<file path="src/rtl/tsense_pkg.sv">
package tsense_pkg;
  typedef enum logic [1:0] {
    TS_IDLE = 2'd0,
    TS_WARM = 2'd1,
    TS_MEAS = 2'd2
  } ts_state_e;
endpackage

</file>
<file path="src/rtl/tsense_seq.sv">
module tsense_seq
  import tsense_pkg::*;
#(
  parameter int WARM_FRAMES = 2,
  parameter int MEAS_FRAMES = 2
) (
  input  logic      clk,
  input  logic      rst_n,
  input  logic      frame_tick,
  input  logic      start_wr,
  input  logic      pwr_down,
  input  logic      clk_ok,
  output ts_state_e state,
  output logic      start_flag,
  output logic      sens_en,
  output logic      go,
  output logic      fin
);
  localparam int MAX_FRAMES = (WARM_FRAMES > MEAS_FRAMES) ? WARM_FRAMES : MEAS_FRAMES;
  localparam int FC_W = (MAX_FRAMES > 1) ? $clog2(MAX_FRAMES) : 1;
  localparam logic [FC_W-1:0] WARM_LAST = FC_W'(WARM_FRAMES - 1);
  localparam logic [FC_W-1:0] MEAS_LAST = FC_W'(MEAS_FRAMES - 1);

  ts_state_e       state_nxt;
  logic [FC_W-1:0] fcnt, fcnt_nxt;
  logic            flag_nxt, en_nxt, run_ok;

  assign run_ok = !pwr_down && clk_ok;

  always_comb begin
    state_nxt = state;
    fcnt_nxt  = fcnt;
    go        = 1'b0;
    fin       = 1'b0;
    flag_nxt  = start_wr && (state == TS_IDLE) && !start_flag && run_ok;
    unique case (state)
      TS_IDLE: begin
        if (start_flag && run_ok) begin
          state_nxt = TS_WARM;
          fcnt_nxt  = '0;
          go        = 1'b1;
        end
      end
      TS_WARM: begin
        if (!run_ok) begin
          state_nxt = TS_IDLE;
        end else if (frame_tick) begin
          if (fcnt == WARM_LAST) begin
            state_nxt = TS_MEAS;
            fcnt_nxt  = '0;
          end else begin
            fcnt_nxt = fcnt + 1'b1;
          end
        end
      end
      TS_MEAS: begin
        if (!run_ok) begin
          state_nxt = TS_IDLE;
        end else if (frame_tick) begin
          if (fcnt == MEAS_LAST) begin
            state_nxt = TS_IDLE;
            fin       = 1'b1;
          end else begin
            fcnt_nxt = fcnt + 1'b1;
          end
        end
      end
      default: state_nxt = TS_IDLE;
    endcase
    en_nxt = (state_nxt != TS_IDLE);
  end

  always_ff @(posedge clk or negedge rst_n) begin
    if (!rst_n) begin
      state      <= TS_IDLE;
      fcnt       <= '0;
      start_flag <= 1'b0;
      sens_en    <= 1'b0;
    end else begin
      state      <= state_nxt;
      fcnt       <= fcnt_nxt;
      start_flag <= flag_nxt;
      sens_en    <= en_nxt;
    end
  end
endmodule

</file>
<file path="src/rtl/tsense_cnt.sv">
module tsense_cnt #(
  parameter int RES_W = 8
) (
  input  logic             clk,
  input  logic             rst_n,
  input  logic             clr,
  input  logic             en,
  input  logic             pulse,
  output logic [RES_W-1:0] code
);
  localparam logic [RES_W-1:0] CNT_MAX = {RES_W{1'b1}};
  localparam logic [RES_W-1:0] CODE_MIN = RES_W'(1);

  logic [RES_W-1:0] cnt, cnt_nxt;
  logic             cnt_ce;

  always_comb begin
    cnt_nxt = cnt;
    if (en && pulse && (cnt != CNT_MAX)) cnt_nxt = cnt + 1'b1;
    if (clr) cnt_nxt = '0;
    cnt_ce = clr || en;
  end

  // Code presented for loading includes a pulse in the current cycle.
  always_comb begin
    code = (cnt_nxt == '0) ? CODE_MIN : cnt_nxt;
  end

  always_ff @(posedge clk or negedge rst_n) begin
    if (!rst_n) cnt <= '0;
    else if (cnt_ce) cnt <= cnt_nxt;
  end
endmodule

</file>
<file path="src/rtl/tsense_result.sv">
module tsense_result #(
  parameter int RES_W = 8
) (
  input  logic             clk,
  input  logic             rst_n,
  input  logic             clr,
  input  logic             load,
  input  logic [RES_W-1:0] din,
  output logic [RES_W-1:0] q
);
  logic [RES_W-1:0] q_nxt;
  logic             q_ce;

  always_comb begin
    q_ce  = clr || load;
    q_nxt = clr ? '0 : din;
  end

  always_ff @(posedge clk or negedge rst_n) begin
    if (!rst_n) q <= '0;
    else if (q_ce) q <= q_nxt;
  end
endmodule

</file>
<file path="src/rtl/tsense_ctrl.sv">
module tsense_ctrl
  import tsense_pkg::*;
#(
  parameter int WARM_FRAMES = 2,
  parameter int MEAS_FRAMES = 2,
  parameter int RES_W       = 8
) (
  input  logic             clk,
  input  logic             rst_n,
  input  logic             frame_tick,
  input  logic             sens_pulse,
  input  logic             start_wr,
  input  logic             pwr_down,
  input  logic             clk_ok,
  output logic             sens_en,
  output logic             busy,
  output logic             start_flag,
  output logic [RES_W-1:0] result
);
  ts_state_e        state;
  logic             go, fin, counting;
  logic [RES_W-1:0] code;

  tsense_seq #(
    .WARM_FRAMES(WARM_FRAMES),
    .MEAS_FRAMES(MEAS_FRAMES)
  ) u_seq (
    .clk(clk), .rst_n(rst_n), .frame_tick(frame_tick), .start_wr(start_wr),
    .pwr_down(pwr_down), .clk_ok(clk_ok), .state(state),
    .start_flag(start_flag), .sens_en(sens_en), .go(go), .fin(fin)
  );

  assign counting = (state == TS_MEAS);
  assign busy     = (state != TS_IDLE);

  tsense_cnt #(.RES_W(RES_W)) u_cnt (
    .clk(clk), .rst_n(rst_n), .clr(go), .en(counting),
    .pulse(sens_pulse), .code(code)
  );

  tsense_result #(.RES_W(RES_W)) u_res (
    .clk(clk), .rst_n(rst_n), .clr(go), .load(fin), .din(code), .q(result)
  );
endmodule

</file>
<file path="config.mk">
export PLATFORM = sky130hd
export DESIGN_NAME = tsense_ctrl
export DESIGN_NICKNAME = d
export VERILOG_FILES = /design/src/rtl/tsense_pkg.sv /design/src/rtl/tsense_seq.sv /design/src/rtl/tsense_cnt.sv /design/src/rtl/tsense_result.sv /design/src/rtl/tsense_ctrl.sv
export SDC_FILE = /design/constraint.sdc
export NUM_CORES = 1
export LEC_CHECK = 0
export CAP_MARGIN = 10
export CORE_AREA = 2 2 60 62
export DETAILED_ROUTE_END_ITERATION = 16
export DIE_AREA = 0 0 62 64
export PLACE_DENSITY = 0.59
export SLEW_MARGIN = 20
export SYNTH_ARGS = -nofsm -noshare
export SYNTH_HDL_FRONTEND = slang
export SYNTH_HIERARCHICAL = 1
export SYNTH_SLANG_ARGS = --single-unit
</file>
<file path="constraint.sdc">
create_clock -name clk -period 2.95 [get_ports clk]
set_clock_uncertainty 0.05 [all_clocks]
set_input_delay 0.295 -clock clk [delete_from_list [all_inputs] [get_ports clk]]
set_output_delay 0.295 -clock clk [all_outputs]
set_load 0.02 [all_outputs]
</file>
==> summary.txt <==
Yosys
  – Synth Area per Inst: 10.3 um^2
  – Syn. warnings: 6
  – Mapped cell area: 1260 um^2
  – Share of the synthesized area in the top cell type: 41.8%
  – Seq/Total Area, Yosys: 41.8%
  – EDFF count, synth: 0
  – Yosys reg bits: 21
  – Leading area contributor after synthesis: dfrtp_1
  – Syn_nets: 134
  – Asr flop ratio synth: 100%
  – Top FF cell, synth: dfrtp_1
  – Post-synth cell types: 41
  – Post-Synthesis Cells: 122
  – Synth top area cells: dfrtp_1, mux2i_1, ha_1

Timing
  – Rel. slew slack: 67.0%
  – Final hold violation count: 0
  – Setup total negative slack: 0 ns
  – Max Slew Vio Count: 0
  – Fin crit period: 2.29 ns
  – FMAX: 437 MHz
  – Finish-stage setup viols: 0
  – Final Cycle Share: 77.6%
  – RSZ-0062 raised after global routing: false
  – Worst slew pin tran: 0.491 ns

Routing
  – Via density per instance: 5.40
  – DRC violations left: 0
  – Final WL: 2530 um
  – WL per Instance: 13.7 um
  – Drt first pass iters: 4
  – Routed Antenna Nets: 0
  – DRT iter0 DRCs: 35
  – Vias: 993

Critical path
  – R2r setup slk: 0.66 ns
  – Startpoint types: flip-flop
  – R2r worst-path depth: 9
  – Buf/Inv on CP: 2
  – Crit. Startpoint: u_seq/state[0]
  – Worst path depth: 9
  – Crit path cell chain: inv_1, ha_1, nand3_2, inv_1, a311oi_1, nor3_1, a31o_1, mux2i_1, nor2_1
  – CP endpoint: u_res/q[0]
  – CP Data Required Time: 3.12 ns
  – Top cell by count, worst path: inv_1
  – WP data arrival: 2.46 ns
  – Setup CP Type: flip-flop to flip-flop
  – CP Max Fanout: 15
  – Reg2Reg Launch Point: u_seq/state[0]
  – R2R Path End: u_res/q[0]
  – Slowest Stage Delay on Critical Path: 0.48 ns
  – Critical-path top delay cell: dfrtp_1
  – CP Capture Type: flip-flop
  – Top delay family on crit path: compound AO/OA/AOI/OAI gates

Clock network
  – Clk slew on worst S/H paths: 0.12 ns
  – CTS Buf Count: 3
  – H-Tree Level Count: 1
  – # clock sinks: 21
  – Post-CTS sizing: 0
  – # hold bufs at CTS: 0
  – Skew-Pair Late Insertion Delay: 0.31 ns
  – Clk root buf: clkbuf_4
  – Setup Fix Bufs, Post-CTS: 0
  – Clock Path Buffers: 2
  – CTS tree: built

Place
  – Dpl hpwl: 1890 um
  – GPL Wtd Cong: 0.778
  – # placed instances: 180
  – Port Buffer Count: 17

Final layout
  – Ant diodes: 0
  – Layout cell share with drive strength beyond 1: 10.9%
  – Layout area overhead: 17.2%
  – Final std cells w/o fill: 184
  – Nets: 151

GRT
  – Largest net degree at the start of global routing: 22
  – Initial antenna violation count: 0
  – First-pass GRT wire length: 4660 um
  – Global Route Usage Sum: 15.4%
  – Global route overflow: 0
  – Vias in the first global route: 1003

Run
  – Max_cap viols: 0

Die
  – Die Ht: 64 um
  – FP Rows: 21
  – Full die area: 3970 um^2
  – Die width: 62 um
  – Initial Util: 38.2%
  – Core ar.: 3280 um^2
  – Ports: 18

Power
  – Power Density: 472 nW/um^2
  – Worst VDD drop: 0.000268 V
  – Leakage power: 0.633 nW

Worst hold path
  – HP Class: input pin to async pin

Run status
  – Status: complete, no violations
==> metrics by stage <==
stage	power (mW)	area (um^2)	setup WS (ns)	util, %	hold WS (ns)
2_1_floorplan	0.484	1260	0.866	-	-0.0506
3_3_place_gp	0.554	1440	0.479	43.9	0.457
3_5_place_dp	0.556	1440	0.411	43.9	0.467
4_1_cts	0.707	1470	0.653	44.8	0.267
5_1_grt	0.752	1470	0.389	44.8	0.287
6_report	0.695	1470	0.660	44.8	0.262
==> logic make-up (layout without fill, tap and decap cells) <==
kind of cell / after synthesis / count (layout) / share of synthesized area, %
AND/OR/NAND/NOR: 45 / 45 / 20.5
AO/OA/AOI/OAI: 27 / 27 / 16.7
flip-flops: 21 / 21 / 41.8
buffers and inverters: 12 / 28 / 5.98
multiplexers: 11 / 11 / 9.26
adder cells (fa/ha/maj): 5 / 5 / 4.98
XOR/XNOR: 1 / 1 / 0.697
==> layout make-up <==
type                    instances  area, um^2
fillers                       316        1810
multi-input cells              89         656
flip-flops and latches         21         526
repair buffers                 19         185
well taps                      46        57.6
clock buffers                   3        22.5
inverters                       5        18.8
clock inverters                 1        7.51
==> worst min-delay path by stage <==
stage	startpoint	slack, ns	to
after floorplan	rst_n	-0.05	u_cnt/cnt[0]
after global placement	u_res/q[1]	0.46	u_res/q[1]
after detailed placement	u_res/q[0]	0.47	u_res/q[0]
after CTS	rst_n	0.27	u_cnt/cnt[0]
after global routing	rst_n	0.29	u_res/q[1]
final	rst_n	0.26	u_cnt/cnt[3]
==> registers in the layout (all words and copies together), names as in the netlist <==
register          cells
u_cnt/cnt             8
u_seq/state           2
u_seq/fcnt            1
u_seq/sens_en         1
u_seq/start_flag      1
u_res/q               8
==> cells in the mapped netlist (2+ instances only) <==
cell and n:
a211oi_1 2, a21oi_1 8, a311oi_1 6, a31oi_1 3, and2_1 2, and3_1 5
buf_4 2, buf_6 3, dfrtp_1 21, ha_1 5, inv_1 5, mux2i_1 9
nand2_1 6, nand3_1 2, nor2_1 11, nor2b_1 2, nor3_1 4, or2_1 3
==> layout by cell type (no fill, tap or decap), types with 2 or more instances in the layout <==
master           synthesis  routed
buf_4                    2       2
clkdlybuf4s50_1          0      17
mux2i_1                  9       9
nand2_1                  6       6
clkbuf_4                 0       3
a21oi_1                  8       8
nor2b_1                  2       2
inv_1                    5       5
a211oi_1                 2       2
and2_1                   2       2
nor3_1                   4       4
nor2_1                  11      11
or2_1                    3       3
and3_1                   5       5
a31oi_1                  3       3
ha_1                     5       5
a311oi_1                 6       6
nand3_1                  2       2
dfrtp_1                 21      21
==> routing by layer <==
metal  up-vias  global-route usage [%]  routed length (um)
met3         6                    4.05                 119
met5         -                       0                   0
met1       471                    23.3                1220
met4         0                    2.39                  31
li1        485                       -                   -
met2        31                    22.1                1160
==> power breakdown <==
| group | switching (mW) | leakage, nW | internal, mW |
|---|---|---|---|
| Clock | 0.0943 | 0.0139 | 0.0517 |
| Combinational | 0.106 | 0.329 | 0.0924 |
| Sequential | 0.0329 | 0.291 | 0.318 |
Note: power is estimated with default switching activity, not from simulation.
